File: src/rtl/pil_pkg.sv
package pil_pkg;
  typedef enum logic [1:0] {
    ACT_NONE = 2'd0,
    ACT_SET  = 2'd1,
    ACT_CLR  = 2'd2
  } pil_act_e;
endpackage

File: src/rtl/pil_level_reg.sv
module pil_level_reg #(
  parameter int NUM_LVL = 16,
  localparam int IDX_W = $clog2(NUM_LVL)
) (
  input  logic               clk,
  input  logic               rst_n,
  input  logic               evt_vld,
  input  logic [IDX_W-1:0]   evt_idx,
  input  logic               evt_raise,
  output logic [NUM_LVL-1:0] lvl_q
);
  logic [NUM_LVL-1:0] lvl_d;
  logic               lvl_en;

  // index 0 names no real line and leaves the vector untouched
  assign lvl_en = evt_vld && (evt_idx != '0);

  always_comb begin
    lvl_d = lvl_q;
    lvl_d[evt_idx] = evt_raise;
  end

  always_ff @(posedge clk or negedge rst_n) begin
    if (!rst_n)      lvl_q <= '0;
    else if (lvl_en) lvl_q <= lvl_d;
  end
endmodule

File: src/rtl/pil_change_detect.sv
module pil_change_detect #(
  parameter int NUM_LVL = 16,
  parameter int CODE_W  = 9
) (
  input  logic               clk,
  input  logic               rst_n,
  input  logic               evt_vld,
  input  logic [NUM_LVL-1:0] soft_bits,
  input  logic [CODE_W-1:0]  cur_code,
  output logic [NUM_LVL-1:0] soft_q,
  output logic               eval_q
);
  logic [CODE_W-1:0] cur_q;
  logic              trig;

  assign trig = evt_vld || (soft_bits != soft_q) || (cur_code != cur_q);

  always_ff @(posedge clk or negedge rst_n) begin
    if (!rst_n) begin
      soft_q <= '0;
      cur_q  <= '0;
      eval_q <= 1'b0;
    end else begin
      soft_q <= soft_bits;
      cur_q  <= cur_code;
      eval_q <= trig;
    end
  end
endmodule

File: src/rtl/pil_prio_sel.sv
module pil_prio_sel #(
  parameter int NUM_LVL   = 16,
  parameter int TIMER_LVL = 14,
  localparam int IDX_W = $clog2(NUM_LVL)
) (
  input  logic [NUM_LVL-1:0] lvl_vec,
  input  logic [NUM_LVL-1:0] soft_vec,
  output logic               any_pend,
  output logic [IDX_W-1:0]   win_lvl
);
  logic [NUM_LVL-1:0] pend;

  always_comb begin
    pend = lvl_vec | {soft_vec[NUM_LVL-1:1], 1'b0};
    pend[TIMER_LVL] = pend[TIMER_LVL] | soft_vec[0];
  end

  assign any_pend = |pend[NUM_LVL-1:1];

  // ascending scan, so the highest set level is the last one written
  always_comb begin
    win_lvl = '0;
    for (int i = 1; i < NUM_LVL; i++) begin
      if (pend[i]) win_lvl = IDX_W'(i);
    end
  end
endmodule

File: src/rtl/pil_resolver.sv
module pil_resolver #(
  parameter int                NUM_LVL   = 16,
  parameter int                CODE_W    = 9,
  parameter int                TIMER_LVL = 14,
  parameter logic [CODE_W-1:0] EXT_BASE  = 9'h040,
  localparam int IDX_W = $clog2(NUM_LVL)
) (
  input  logic               clk,
  input  logic               rst_n,
  input  logic               evt_vld,
  input  logic [IDX_W-1:0]   evt_idx,
  input  logic               evt_raise,
  input  logic [NUM_LVL-1:0] soft_bits,
  input  logic [CODE_W-1:0]  cur_code,
  output logic [CODE_W-1:0]  trap_code,
  output logic               req_pulse,
  output logic               clr_pulse
);
  import pil_pkg::*;

  logic [NUM_LVL-1:0] lvl_q;
  logic [NUM_LVL-1:0] soft_q;
  logic               eval_q;
  logic               any_pend;
  logic [IDX_W-1:0]   win_lvl;
  logic [CODE_W-1:0]  cand;
  logic               cur_ext;
  logic               slot_free;
  pil_act_e           act;
  logic [CODE_W-1:0]  code_d;

  pil_level_reg #(.NUM_LVL(NUM_LVL)) u_lvl (
    .clk(clk), .rst_n(rst_n), .evt_vld(evt_vld), .evt_idx(evt_idx),
    .evt_raise(evt_raise), .lvl_q(lvl_q)
  );

  pil_change_detect #(.NUM_LVL(NUM_LVL), .CODE_W(CODE_W)) u_chg (
    .clk(clk), .rst_n(rst_n), .evt_vld(evt_vld), .soft_bits(soft_bits),
    .cur_code(cur_code), .soft_q(soft_q), .eval_q(eval_q)
  );

  pil_prio_sel #(.NUM_LVL(NUM_LVL), .TIMER_LVL(TIMER_LVL)) u_sel (
    .lvl_vec(lvl_q), .soft_vec(soft_q), .any_pend(any_pend), .win_lvl(win_lvl)
  );

  assign cand      = EXT_BASE | {{(CODE_W-IDX_W){1'b0}}, win_lvl};
  assign cur_ext   = cur_code[CODE_W-1:IDX_W] == EXT_BASE[CODE_W-1:IDX_W];
  assign slot_free = (cur_code == '0) || cur_ext;

  always_comb begin
    act    = ACT_NONE;
    code_d = trap_code;
    if (eval_q) begin
      if (any_pend && slot_free && (cand != cur_code)) begin
        act    = ACT_SET;
        code_d = cand;
      end else if (!any_pend && cur_ext) begin
        act    = ACT_CLR;
        code_d = '0;
      end
    end
  end

  always_ff @(posedge clk or negedge rst_n) begin
    if (!rst_n) begin
      trap_code <= '0;
      req_pulse <= 1'b0;
      clr_pulse <= 1'b0;
    end else begin
      req_pulse <= (act == ACT_SET);
      clr_pulse <= (act == ACT_CLR);
      if (act != ACT_NONE) trap_code <= code_d;
    end
  end
endmodule

File: config.mk
export PLATFORM = sky130hd
export DESIGN_NAME = pil_resolver
export DESIGN_NICKNAME = d
export VERILOG_FILES = /design/src/rtl/pil_pkg.sv /design/src/rtl/pil_level_reg.sv /design/src/rtl/pil_change_detect.sv /design/src/rtl/pil_prio_sel.sv /design/src/rtl/pil_resolver.sv
export SDC_FILE = /design/constraint.sdc
export NUM_CORES = 1
export LEC_CHECK = 0
export CAP_MARGIN = 20
export CELL_PAD_IN_SITES_DETAIL_PLACEMENT = 1
export CELL_PAD_IN_SITES_GLOBAL_PLACEMENT = 2
export CORE_UTILIZATION = 30
export CTS_CLUSTER_SIZE = 20
export DETAILED_ROUTE_END_ITERATION = 16
export DONT_BUFFER_PORTS = 1
export PLACE_DENSITY_LB_ADDON = 0.15
export SETUP_SLACK_MARGIN = 0.1
export SLEW_MARGIN = 25
export SYNTH_ARGS = -nofsm -noshare
export SYNTH_HDL_FRONTEND = slang
export SYNTH_SLANG_ARGS = --single-unit
File: constraint.sdc
create_clock -name clk -period 4.13 [get_ports clk]
set_input_delay 0.2065 -clock clk [delete_from_list [all_inputs] [get_ports clk]]
set_output_delay 0.2065 -clock clk [all_outputs]
set_load 0.1 [all_outputs]
==> flow_summary.yaml, run 1 <==
clock_network:
  cts_buffer_depth: 2
  path_clk_slew_ns: 0.09
  cts.sinks: 48
  cts_tree: "yes"
  postCtsSetupBuffers: 0
  cts_hold_buf: 27
  clk_latency_ns: 0.30
  cts_buffers: 5
  ctsRootBufferMaster: "clkbuf_8"
  cts_resized: 0
  htreeDepth: 2
timing:
  setup_viol: 0
  skew_ns: 0.00578
  hold_viol: 0
  clock.fmax_mhz: 417
  fin_crit_sh_pct: 58.0
  setup-tns-final_ns: 0
  worst_pin_slew_ns: 0.910
  max-slew-margin-rel_pct: 39.3
  rsz0062_at_grt: "no"
  timing.final.crit_period_ns: 2.40
  slew_viol_final: 0
yosys:
  synth_area_mm2: 0.00233
  async_flop_share_pct: 100
  yosys.area.top_type: "dfrtp_1"
  synth_common_cells: "dfrtp_1 (48), nor2_1 (26), xnor2_1 (16)"
  ys_warn_count: 0
  synth_ff_type: "dfrtp_1"
  synth_cell_types: 43
  synth-seq-cells: 48
  yosysSeqAreaShare_pct: 51.5
  post-synth-top-count-cell: "dfrtp_1"
  synthTopCellsByArea: "dfrtp_1 (52%), mux2_2 (7.2%), xnor2_1 (6.0%)"
  synth_edf_count: 0
  synthCells: 206
  synth_area_per_cell_um2: 11.3
  synth_top_area_share_pct: 51.5
worst_setup_path:
  path_cells: "or4_1 -> a31oi_1 -> o21ai_0 -> a21oi_1 -> xor2_1 -> a21oi_4 -> mux2i_1"
  crit_arrival_ns: 2.62
  path_class: "register to register"
  max_stage_delay_ns: 0.57
  end_kind: "register"
  critPathTopFamily: "compound AO/OA/AOI/OAI gates"
  startpoint_type: "register"
  crit_path_top_delay_cell: "or4_1"
  crit_fanout: 5
  critPathRequiredTime_ns: 4.35
  crit_buf_inv: 0
layout:
  fin_cells: 338
  utilization_pct: 38.3
  layout-drive-gt1-share_pct: 15.1
  diodes: 0
  syn_to_final_growth_pct: 20.9
  nets: 271
power:
  netSwitchingFraction_pct: 33.9
  powerDensity_mw_per_mm2: 403
  power.static_leakage_nw: 1.10
  p_int_w: 0.000750
  seqPwrFrac_pct: 58.0
  vdd_ir_drop_max_mv: 0.137
  power_w: 0.00113
  p_switching_w: 0.000385
  comb_power_share_pct: 15.7
  clkPwrFrac_pct: 26.3
global_route:
  grt_start_max_net_pins: 49
  track_usage_pct: 16.3
  grt_pass1_wl_mm: 10.2
  grt_pass1_vias: 1850
  antenna_found_initial: 0
  globalRouteOverflowTotal: 0
floorplan:
  die_w_um: 90.2
  rows: 31
  die_y_um: 90.2
  start_util_pct: 31.6
  floorplan.io_pins: 44
  dieArea_mm2: 0.00813
  core_mm2: 0.00737
placed_design:
  gp_congestion: 0.835
  port_buffers: 0
  place_inst: 303
  dpl.hpwl_mm: 4.50
route:
  firstDrtPassIters: 4
  drtIter0Drc: 50
  drc: 0
  final_antenna_net_count: 0
  viasPerCell: 4.80
  wire_per_inst_um: 18.0
  wl_mm: 6.07
  via_count: 1622
flow_run:
  cap_violations: 0
worst_hold_path:
  min_path_type: "input pin to register"
run_status:
  status: "finished, final reports clean"
[cells by family after synthesis]
kind of cell	count (synthesis)	share of synthesized area, %
AND/OR/NAND/NOR	82	19.7
flip-flops	48	51.5
XOR/XNOR	26	9.76
AO/OA/AOI/OAI	23	8.42
multiplexers	18	8.53
buffers and inverters	8	1.93
other	1	0.161
[through the flow]
stage | hold slack, ns | area, um2 | setup slack [ns]
finish | 0.0524 | 2820 | 1.73
floorplan | -0.0891 | 2340 | 2.01
CTS | 0.0412 | 2820 | 1.71
global placement | -0.0873 | 2430 | 1.78
global route | 0.0279 | 2820 | 1.56
detailed placement | -0.0870 | 2430 | 1.74
[metal layers]
metal  wire length, um  share of wire (%)  GRT usage, %
met1              2980                 49          22.2
met2              2850                 47          26.3
met3               198                3.3          3.38
met4                51               0.84          4.03
met5                 0                  0             0
[cells in the final DEF, fill, tap and decap left out, drive strengths merged, types with 3 or more instances in the layout]
cell type     n
nor3          7
o31ai         3
nand2        10
clkbuf        6
nand3         5
o21ai         3
xor2         10
nor2b         4
mux2i         3
a21oi         4
dlygate4sd3  26
nor2         26
or4           3
nor4          8
mux2         15
nand4         6
xnor2        16
dfrtp        48
conb          4
inv           3
nand3b        4
[flip-flops by register name, summed over array words and instances, names as in the netlist]
signal and count:
clr_pulse 1, u_chg.eval_q 1, u_chg.soft_q 16, req_pulse 1, trap_code 5, u_lvl.lvl_q 15, u_chg.cur_q 9
[final timing paths]
path / start / end / slack, ns / cells past startpoint
setup / recovery: u_lvl.lvl_q[2] / trap_code[3] / 1.73 / 7
hold / removal: evt_raise / u_lvl.lvl_q[6] / 0.05 / 1
setup reg to reg: u_lvl.lvl_q[2] / trap_code[3] / 1.73 / 7
hold reg to reg: u_lvl.lvl_q[15] / u_lvl.lvl_q[15] / 0.53 / 1
max in group asynchronous: rst_n / u_chg.cur_q[1] / 3.48 / 2
min in group asynchronous: rst_n / u_chg.soft_q[9] / 0.44 / 2
[power groups by stage]
stage / Clock (W) / Combinational, W / Sequential (W)
after floorplan: 0 / 0.000126 / 0.000652
after global placement: 0 / 0.000143 / 0.000668
after detailed placement: 0 / 0.000147 / 0.000669
after CTS: 0.000310 / 0.000180 / 0.000660
after global routing: 0.000332 / 0.000196 / 0.000669
final: 0.000298 / 0.000178 / 0.000658
[area by class of cell]
cell class	count	area, um2
multi-input combinational	153	1100
inverter	3	11.3
clock buffer	6	82.6
sequential	48	1200
clock inverter	2	15.0
timing repair buffer	27	288
tap	99	124
fill	842	4550
(Power assumes the default switching activity.)
==> inputs of run 2 (changes only) <==
==> constraint.sdc (replaced) <==
create_clock -name clk -period 2.16 [get_ports clk]
set_input_delay 0.108 -clock clk [delete_from_list [all_inputs] [get_ports clk]]
set_output_delay 0.108 -clock clk [all_outputs]
set_load 0.1 [all_outputs]
==> run 2 against run 1 <==
Net effect: the run now ends with setup timing left; global-route usage up 0.77 points; sequential share of layout area fell by 3.6 points; setup slack got worse by 1.8 ns; flip-flop and latch count is the same; count of clock-buffer cells in the layout is 1 lower; largest power group unchanged.
==> flow_summary.yaml, run 2 (same netlist as run 1, synthesis figures left out) <==
run_status:
  status: "complete, but fails checks"
  violations: "setup timing"
placed_design:
  gp_congestion: 0.857
  port_buffers: 0
  dpl.hpwl_mm: 4.69
worst_hold_path:
  min_to: "u_lvl.lvl_q[3]"
  min_path_cells: 2
  min_path_type: "input pin to register"
  hold_start: "evt_idx[0]"
route:
  viasPerCell: 4.82
  wire_per_inst_um: 17.7
  drc: 0
  via_count: 1748
  drtIter0Drc: 61
  firstDrtPassIters: 4
  final_antenna_net_count: 0
  wl_mm: 6.42
worst_setup_path:
  startpoint_type: "register"
  critPathRequiredTime_ns: 2.38
  path_class: "register to register"
  rr_worst_depth: 7
  end_kind: "register"
  crit_arrival_ns: 2.41
  r2r_start: "u_lvl.lvl_q[7]"
  ff2ff_setup_slack_ns: -0.02
  crit_fanout: 5
  worstReg2RegEnd: "trap_code[0]"
clock_network:
  path_clk_slew_ns: 0.09
  cts_buffer_depth: 2
  htreeDepth: 2
  cts_buffers: 5
  cts_tree: "yes"
  ctsRootBufferMaster: "clkbuf_8"
  clk_latency_ns: 0.30
  cts.sinks: 48
floorplan:
  core_mm2: 0.00737
  die_y_um: 90.2
  rows: 31
  die_w_um: 90.2
  start_util_pct: 31.6
  dieArea_mm2: 0.00813
  floorplan.io_pins: 44
layout:
  ff_latch_area_mm2: 0.00120
  layout-drive-gt1-share_pct: 24.2
  fill_cells: 828
  largest_reg_flops: 16
  syn_to_final_growth_pct: 32.1
  top_regs: "u_chg.soft_q x16, u_lvl.lvl_q x15, u_chg.cur_q x9"
  diodes: 0
  final_cell_mix: "dfrtp_1 (48), dlygate4sd3_1 (28), nor2_1 (25)"
  final_common_cell: "dfrtp_1"
  multi_input_area_mm2: 0.00113
  regMostFlops: "u_chg.soft_q"
  nets: 297
power:
  vdd_ir_drop_max_mv: 0.277
  powerDensity_mw_per_mm2: 793
  power_w: 0.00244
  power.static_leakage_nw: 1.26
global_route:
  globalRouteOverflowTotal: 0
  track_usage_pct: 17.1
  antenna_found_initial: 0
  grt_pass1_wl_mm: 10.6
  grt_pass1_vias: 2010
  grt_start_max_net_pins: 49
timing:
  setup_viol: 5
  hold_viol: 0
  skew_ns: 0.00812
  setup_slack_ns: -0.0235
  max-slew-margin-rel_pct: 42.1
  slew_viol_final: 0
  fin_crit_sh_pct: 101
  clock.fmax_mhz: 458
  rsz0062_at_grt: "yes"
  worst_pin_slew_ns: 0.869
  hold_ws_ns: 0.0299
  timing.final.crit_period_ns: 2.18
flow_run:
  cap_violations: 0
-- run 2: through the flow --
| step | TNS [ns] | instances | setup slack (ns) | util, % | instance area [um2] |
|---|---|---|---|---|---|
| after floorplan | 0 | 209 | 0.0675 | - | 2340 |
| after global placement | -0.141 | 326 | -0.0496 | 35.4 | 2610 |
| after detailed placement | -0.388 | 326 | -0.165 | 35.4 | 2610 |
| after CTS | -0.289 | 363 | -0.0776 | 41.7 | 3070 |
| after global routing | -0.835 | 363 | -0.187 | 41.8 | 3080 |
| final | -0.0818 | 363 | -0.0235 | 41.8 | 3080 |
-- run 2: how the worst max path moves through the flow --
| stage | to | from | slack [ns] |
|---|---|---|---|
| after global placement | trap_code[1] | u_lvl.lvl_q[4] | -0.05 |
| after global routing | trap_code[1] | u_lvl.lvl_q[14] | -0.19 |
| after CTS | trap_code[3] | u_lvl.lvl_q[7] | -0.08 |
| after floorplan | trap_code[6] | u_lvl.lvl_q[7] | 0.07 |
| after detailed placement | trap_code[1] | u_lvl.lvl_q[7] | -0.17 |
| final | trap_code[0] | u_lvl.lvl_q[7] | -0.02 |
-- run 2: worst max-delay path: stages, from the launching register on --
cell      delay (ns)
dfrtp_1         0.41
or4_4           0.58
o211ai_1        0.19
o31ai_1         0.12
o31ai_2         0.28
a211oi_4        0.08
a21oi_4         0.22
mux2i_1         0.21
-- run 2: area by class of cell --
cell class / instances / share of cell area [%]
Inverter: 3 / 0.366
Clock inverter: 2 / 1.95
Clock buffer: 5 / 2.23
Tap cell: 99 / 4.02
Timing Repair Buffer: 53 / 15.8
Sequential cell: 48 / 39.0
Multi-Input combinational cell: 153 / 36.6
-- run 2: repair_timing --
| action | CTS | global route |
|---|---|---|
| hold buffers | 29 | 0 |
| setup buffers | 1 | 0 |
| resized for setup | 3 | 4 |
| setup endpoints to repair | 6 | 6 |
| hold endpoints to repair | 90 | 0 |
| pin swaps | 5 | 3 |
-- run 2: power breakdown --
group | total [W] | internal (W) | switching [W]
clock network | 0.000748 | 0.000455 | 0.000292
logic | 0.000601 | 0.000236 | 0.000365
registers | 0.00109 | 0.00101 | 0.0000867
total | 0.00244 | 0.00170 | 0.000744
-- run 2: layer usage --
metal	vias up	track usage (%)	share of wire, %	routed length (um)
li1	838	-	-	-
met1	864	23.0	47	3040
met2	38	27.7	48	3060
met3	8	3.81	3.9	248
met4	0	4.44	1.1	69
met5	-	0	0	0
